### src/rtl/swc_pkg.sv
package swc_pkg;
  typedef enum logic [1:0] {
    MODE_OFF  = 2'd0,
    MODE_ON   = 2'd1,
    MODE_STBY = 2'd2,
    MODE_HOT  = 2'd3
  } mode_t;

  typedef struct packed {
    logic armClr;
    logic armSet;
    logic cntEn;
  } ctrlStrobes_t;

  localparam int FL_BATT   = 0;
  localparam int FL_ENHI   = 1;
  localparam int FL_ENLO   = 2;
  localparam int FL_BUS    = 3;
  localparam int FL_SUPPLY = 4;
  localparam int FL_OTSHUT = 5;
  localparam int FL_OTREC  = 6;
  localparam int FL_COUNT  = 7;
endpackage

### src/rtl/swc_sync.sv
module swc_sync #(
  parameter int W = 7,
  parameter logic [W-1:0] RST_VAL = '0
) (
  input  logic         clk,
  input  logic         rstN,
  input  logic [W-1:0] asyncIn,
  output logic [W-1:0] syncOut
);
  for (genvar i = 0; i < W; i++) begin : g_bit
    logic stage1, stage2;
    always_ff @(posedge clk or negedge rstN) begin
      if (!rstN) begin
        stage1 <= RST_VAL[i];
        stage2 <= RST_VAL[i];
      end else begin
        stage1 <= asyncIn[i];
        stage2 <= stage1;
      end
    end
    assign syncOut[i] = stage2;
  end
endmodule

### src/rtl/swc_datapath.sv
module swc_datapath
  import swc_pkg::*;
#(
  parameter int WAKE_TICKS = 2250
) (
  input  logic         clk,
  input  logic         rstN,
  input  ctrlStrobes_t strobes,
  input  logic         enHi,
  input  logic         busLvl,
  output logic         armed,
  output logic         wakeHit
);
  localparam int CW = $clog2(WAKE_TICKS + 1);
  localparam logic [CW-1:0] LAST = CW'(WAKE_TICKS - 1);

  logic [CW-1:0] lowCnt;
  logic busLow;

  assign busLow  = ~busLvl;
  assign wakeHit = strobes.cntEn && busLow && (lowCnt == LAST);

  always_ff @(posedge clk or negedge rstN) begin
    if (!rstN) begin
      lowCnt <= '0;
    end else if (!strobes.cntEn || !busLow) begin
      lowCnt <= '0;
    end else if (!wakeHit) begin
      lowCnt <= lowCnt + 1'b1;
    end
  end

  always_ff @(posedge clk or negedge rstN) begin
    if (!rstN) begin
      armed <= 1'b0;
    end else if (strobes.armClr) begin
      armed <= 1'b0;
    end else if (strobes.armSet && enHi) begin
      armed <= 1'b1;
    end
  end
endmodule

### src/rtl/swc_ctrl.sv
module swc_ctrl
  import swc_pkg::*;
(
  input  logic         clk,
  input  logic         rstN,
  input  logic         battOk,
  input  logic         enHi,
  input  logic         enLo,
  input  logic         supplyOk,
  input  logic         otShut,
  input  logic         otRec,
  input  logic         armed,
  input  logic         wakeHit,
  output ctrlStrobes_t strobes,
  output logic         regOn,
  output logic         busDrvEn,
  output logic         enPullStrong,
  output logic         resetReq
);
  mode_t mode, nextMode;
  logic  entering;

  always_comb begin
    nextMode = mode;
    if (otShut) begin
      nextMode = MODE_HOT;
    end else if (!battOk) begin
      nextMode = MODE_OFF;
    end else begin
      unique case (mode)
        MODE_OFF:  nextMode = MODE_ON;
        MODE_ON:   if (enLo && armed) nextMode = MODE_STBY;
        MODE_STBY: if (enHi || wakeHit) nextMode = MODE_ON;
        MODE_HOT:  if (otRec) nextMode = MODE_ON;
        default:   nextMode = MODE_OFF;
      endcase
    end
  end

  assign entering       = (nextMode == MODE_ON) && (mode != MODE_ON);
  assign strobes.armClr = entering || (nextMode == MODE_OFF);
  assign strobes.armSet = (mode == MODE_ON);
  assign strobes.cntEn  = (mode == MODE_STBY);

  always_ff @(posedge clk or negedge rstN) begin
    if (!rstN) begin
      mode     <= MODE_OFF;
      resetReq <= 1'b0;
    end else begin
      mode     <= nextMode;
      resetReq <= entering;
    end
  end

  assign regOn        = (mode == MODE_ON);
  assign busDrvEn     = regOn && supplyOk;
  assign enPullStrong = (mode == MODE_STBY);
endmodule

### src/rtl/stby_wake_ctrl.sv
module stby_wake_ctrl
  import swc_pkg::*;
#(
  parameter int WAKE_TICKS = 2250
) (
  input  logic clk,
  input  logic rstN,
  input  logic battOkAsync,
  input  logic enHiAsync,
  input  logic enLoAsync,
  input  logic busLvlAsync,
  input  logic supplyOkAsync,
  input  logic otShutAsync,
  input  logic otRecAsync,
  output logic regOn,
  output logic busDrvEn,
  output logic enPullStrong,
  output logic resetReq
);
  localparam logic [FL_COUNT-1:0] SYNC_RST = FL_COUNT'(1) << FL_BUS;

  logic [FL_COUNT-1:0] rawFlags, syncd;
  ctrlStrobes_t strobes;
  logic armed, wakeHit;

  assign rawFlags = {otRecAsync, otShutAsync, supplyOkAsync, busLvlAsync,
                     enLoAsync, enHiAsync, battOkAsync};

  swc_sync #(.W(FL_COUNT), .RST_VAL(SYNC_RST)) u_sync (
    .clk(clk), .rstN(rstN), .asyncIn(rawFlags), .syncOut(syncd)
  );

  swc_ctrl u_ctrl (
    .clk(clk), .rstN(rstN),
    .battOk(syncd[FL_BATT]), .enHi(syncd[FL_ENHI]), .enLo(syncd[FL_ENLO]),
    .supplyOk(syncd[FL_SUPPLY]), .otShut(syncd[FL_OTSHUT]), .otRec(syncd[FL_OTREC]),
    .armed(armed), .wakeHit(wakeHit), .strobes(strobes),
    .regOn(regOn), .busDrvEn(busDrvEn), .enPullStrong(enPullStrong), .resetReq(resetReq)
  );

  swc_datapath #(.WAKE_TICKS(WAKE_TICKS)) u_dp (
    .clk(clk), .rstN(rstN), .strobes(strobes),
    .enHi(syncd[FL_ENHI]), .busLvl(syncd[FL_BUS]),
    .armed(armed), .wakeHit(wakeHit)
  );
endmodule

### config.mk
export PLATFORM = sky130hd
export DESIGN_NAME = stby_wake_ctrl
export DESIGN_NICKNAME = d
export VERILOG_FILES = /design/src/rtl/swc_pkg.sv /design/src/rtl/swc_sync.sv /design/src/rtl/swc_datapath.sv /design/src/rtl/swc_ctrl.sv /design/src/rtl/stby_wake_ctrl.sv
export SDC_FILE = /design/constraint.sdc
export NUM_CORES = 1
export LEC_CHECK = 0
export BUFFER_PORTS_ARGS = -buffer_cell sky130_fd_sc_hd__buf_2
export CAP_MARGIN = 20
export CORE_ASPECT_RATIO = 1.4
export CORE_MARGIN = 1.5
export CORE_UTILIZATION = 50
export DETAILED_ROUTE_END_ITERATION = 12
export PLACE_DENSITY = 0.69
export SETUP_SLACK_MARGIN = 0.05
export SLEW_MARGIN = 20
export SYNTH_ARGS = -nofsm -noshare
export SYNTH_HDL_FRONTEND = slang
export SYNTH_SLANG_ARGS = --single-unit
export TNS_END_PERCENT = 1
### constraint.sdc
create_clock -name clk -period 1.84 [get_ports clk]
set_clock_uncertainty 0.15 [all_clocks]
set_input_delay 0.368 -clock clk [delete_from_list [all_inputs] [get_ports clk]]
set_output_delay 0.368 -clock clk [all_outputs]
set_load 0.005 [all_outputs]
==> impl_metrics.yaml <==
placement:
  dp_hpwl_um: 1360
  buffer_ports.inserted: 12
  finalWeightedCongestion: 0.781
cts:
  clock_insertion_delay_worst_skew_ps: 330
  clock_tree_from_tritoncts: "done"
  clk_root_buffer_cell: "sky130_fd_sc_hd__clkbuf_4"
  clockBufferDepth: 2
  cts_buffers: 5
  post_cts_buffers: 0
  htree_num_levels: 2
  clock_sinks: 30
  clk_transition_reported_paths_ps: 100
die:
  design.die.area_sq_um: 2680
  fp.dieH_um: 60.7
  rows: 20
  core_region_area_sq_um: 2200
  die_width_um: 44.2
  num_io_pins: 13
  initial_utilization_pct: 53.9
critical_path:
  timing.reg2reg.setup_slack_ps: 250
  worst-path-max-fanout: 6
  endpoint_kind: "output pin"
  arrival_ps: 1230
  timing.critical_path.slowest_stage_cell: "sky130_fd_sc_hd__dfrtp_1"
  ff2ff_path_depth: 5
  worst-setup-path-type: "reg2out"
  start_kind: "flip-flop"
  cp_slowest_stage_delay_ps: 440
  crit_required_ps: 1320
  series_of_cell_instances_along_the_critical_path: "nor2b_2 > and2_1 > buf_2"
yosys:
  synth_top_area_share_pct: 59.0
  synth_warn: 0
  synth_compound_gate_area_share_pct: 6.32
  async_flop_share_pct: 100
  synth.area.mux_share_pct: 0
  synth_largest_area_cell: "sky130_fd_sc_hd__dfrtp_1"
  mappedNetlistNets: 112
  ys_seq_elements: 30
  netlist_instances: 101
  synth_adder_area_share_pct: 2.11
  netlist-cell-type-count: 28
  synthTopCellsByArea: "sky130_fd_sc_hd__dfrtp_1 59%, sky130_fd_sc_hd__xor2_1 5.2%, sky130_fd_sc_hd__dfstp_2 4.4%"
  synth-main-ff-cell: "sky130_fd_sc_hd__dfrtp_1"
  netlist_area_sq_um: 1190
  post_synth_xor_area_fraction_pct: 6.64
  synth_simple_gate_area_share_pct: 20.5
  synth_top_family_by_area: "simple AND/OR/NAND/NOR gates"
  synth-edff-count: 0
  synth_sequential_area_ratio_pct: 63.4
  syn_avg_cell_area_sq_um: 11.8
power_and_ir_drop:
  power_density_nw_per_um2: 833
  p_int_mw: 0.910
  comb_power_share_pct: 6.6
  power_switching_mw: 0.283
  seq_power_share_pct: 58.9
  switching_share_pct: 23.7
  power.clock.fraction_pct: 34.4
  p_leak_nw: 0.646
  vdd_ir_drop_max_uv: 735
timing:
  maxClockFrequency_mhz: 574
  final_hold_viol_count: 0
  unrepaired_setup_endpoints_after_global_routing: "yes"
  timing_worst_slew_pin_value_ps: 627
  setup_viol_count_final: 0
  finalHoldWorstSlack_ps: 201
  timing.max_slew.rel_slack_pct: 58.2
  fin_tns_setup_ps: 0
  slew_violations: 0
  fin_crit_period_ps: 1740
  fin_crit_sh_pct: 94.8
global_route:
  globalRouteOverflowTotal: 0
  grt_pass1_vias: 792
  antenna_found_initial: 0
  wire_length_of_the_first_global_routing_pass_um: 3390
  track_usage_pct: 17.8
  grt_start_max_net_pins: 31
min_path:
  hold_path_class: "reg2reg"
  worst_hold_path.num_cells: 0
drt:
  wl_per_cell_um: 13.4
  drt_pass1_iterations: 4
  vias: 825
  drt_wl_total_um: 2030
  post-route-drc-count: 0
  antenna_violating_nets_post_route: 0
  routed_via_density: 5.46
  dr.first_iter.drc_count: 6
final_layout:
  area_growth_pct: 20.5
  total_number_of_nets_in_the_final_design: 139
  post_route_cells_drive_above_1_share_pct: 20.9
  num-fill-cells: 169
  num_antenna_cells: 0
run_status:
  run_status: "finished, final reports clean"
run:
  max_cap_viol_count: 0
[cell usage after synthesis (2+ instances only)]
master,instances
sky130_fd_sc_hd__a21oi_1,6
sky130_fd_sc_hd__a31o_2,2
sky130_fd_sc_hd__and2_1,2
sky130_fd_sc_hd__and4_1,3
sky130_fd_sc_hd__dfrtp_1,28
sky130_fd_sc_hd__dfstp_2,2
sky130_fd_sc_hd__ha_1,2
sky130_fd_sc_hd__inv_1,2
sky130_fd_sc_hd__nand2_1,10
sky130_fd_sc_hd__nand3_1,6
sky130_fd_sc_hd__nand3b_1,2
sky130_fd_sc_hd__nand4_1,3
sky130_fd_sc_hd__nor2_1,9
sky130_fd_sc_hd__nor2b_1,3
sky130_fd_sc_hd__xnor2_1,2
sky130_fd_sc_hd__xor2_1,7
[timing repair]
item,CTS,global route
endpoints found under the setup margin,1,4
gates resized for setup,1,1
endpoints found under the hold margin,35,0
hold buffers,8,0
pin swaps,0,0
cloned,0,0
[flip-flops by register name, indices dropped and copies added (netlist names)]
signal / flops
u_sync.g_bit.stage1: 7
u_ctrl.resetReq: 1
u_sync.g_bit.stage2: 7
u_dp.armed: 1
u_dp.lowCnt: 12
u_ctrl.mode: 2
[final cells by class]
cell class	count	area (sq um)	area share, %
Sequential cell	30	753	52.6
Inverter	2	7.51	0.524
Multi-Input combinational cell	68	432	30.2
Timing Repair Buffer	21	148	10.3
Tap cell	22	27.5	1.92
Clock buffer	6	51.3	3.58
Clock inverter	2	12.5	0.874
[kinds of logic (layout without fill, tap and decap cells)]
group | count (synthesis) | count (layout)
DFF | 30 | 30
and+or+nand+nor | 45 | 45
AOI/OAI and AO/OA | 12 | 12
buffers and inverters | 3 | 31
xor gates and xnor gates | 9 | 9
adders and majority gates | 2 | 2
[stage by stage]
stage                     setup slack [ps]  power, mW  instances  util, %  instance area [sq um]
after floorplan                        324      0.744        101        -                   1190
after global placement                 252      0.779        135     58.1                   1280
after detailed placement               138      0.783        135     58.1                   1280
after CTS                             87.7       1.20        151     64.7                   1430
after global routing                  14.4       1.24        151     65.0                   1430
final                                 96.5       1.19        151     65.0                   1430
[worst paths after layout]
kind | start | to
hold / removal | u_sync.g_bit[0].stage1$_DFF_PN0_ | u_sync.g_bit[0].stage2$_DFF_PN0_
hold reg to reg | u_sync.g_bit[0].stage1$_DFF_PN0_ | u_sync.g_bit[0].stage2$_DFF_PN0_
setup reg to reg | u_dp.lowCnt[1]$_DFFE_PN0P_ | u_dp.lowCnt[1]$_DFFE_PN0P_
setup / recovery | u_ctrl.mode[0]$_DFF_PN0_ | busDrvEn
max in group asynchronous | rstN | u_dp.lowCnt[2]$_DFFE_PN0P_
min in group asynchronous | rstN | u_dp.lowCnt[8]$_DFFE_PN0P_
[cell usage in the layout, fill, tap and decap left out, drive strengths merged]
| master | instances |
|---|---|
| inv | 2 |
| nor2 | 9 |
| nor3 | 1 |
| and4 | 3 |
| a31oi | 1 |
| dlygate4sd3 | 8 |
| a211oi | 1 |
| a31o | 2 |
| and3 | 1 |
| buf | 13 |
| nor2b | 3 |
| xnor2 | 2 |
| nand4 | 3 |
| dfrtp | 28 |
| and4b | 1 |
| nand3b | 2 |
| nand2b | 1 |
| clkinv | 1 |
| dfstp | 2 |
| xor2 | 7 |
| a21oi | 6 |
| clkbuf | 6 |
| ha | 2 |
| and2 | 2 |
| nor4b | 1 |
| nand2 | 10 |
| nand3 | 6 |
| or4 | 1 |
| clkinvlp | 1 |
| o2111ai | 1 |
| and2b | 1 |
| o21ai | 1 |
[worst max-delay path: cells and delay by family (launching register included)]
| family | cells | cell delay [ps] |
|---|---|---|
| DFF | 1 | 440 |
| and+or+nand+nor | 2 | 340 |
| buffers and inverters | 1 | 120 |
[metal layers]
layer  vias up  GRT usage, %  routed length (um)
li1        403             -                   -
met1       389          21.8                 901
met2        29          29.2                1010
met3         4          7.14                  91
met4         0          5.19                  21
met5         -             0                   0
[power by group through the flow]
stage | combinational [mW] | clock (mW) | sequential (mW)
2_1_floorplan | 0.0326 | 0 | 0.712
3_3_place_gp | 0.0651 | 0 | 0.714
3_5_place_dp | 0.0668 | 0 | 0.716
4_1_cts | 0.0806 | 0.420 | 0.703
5_1_grt | 0.0916 | 0.444 | 0.707
6_report | 0.0793 | 0.410 | 0.703
Note: power is estimated with default switching activity, not from simulation.
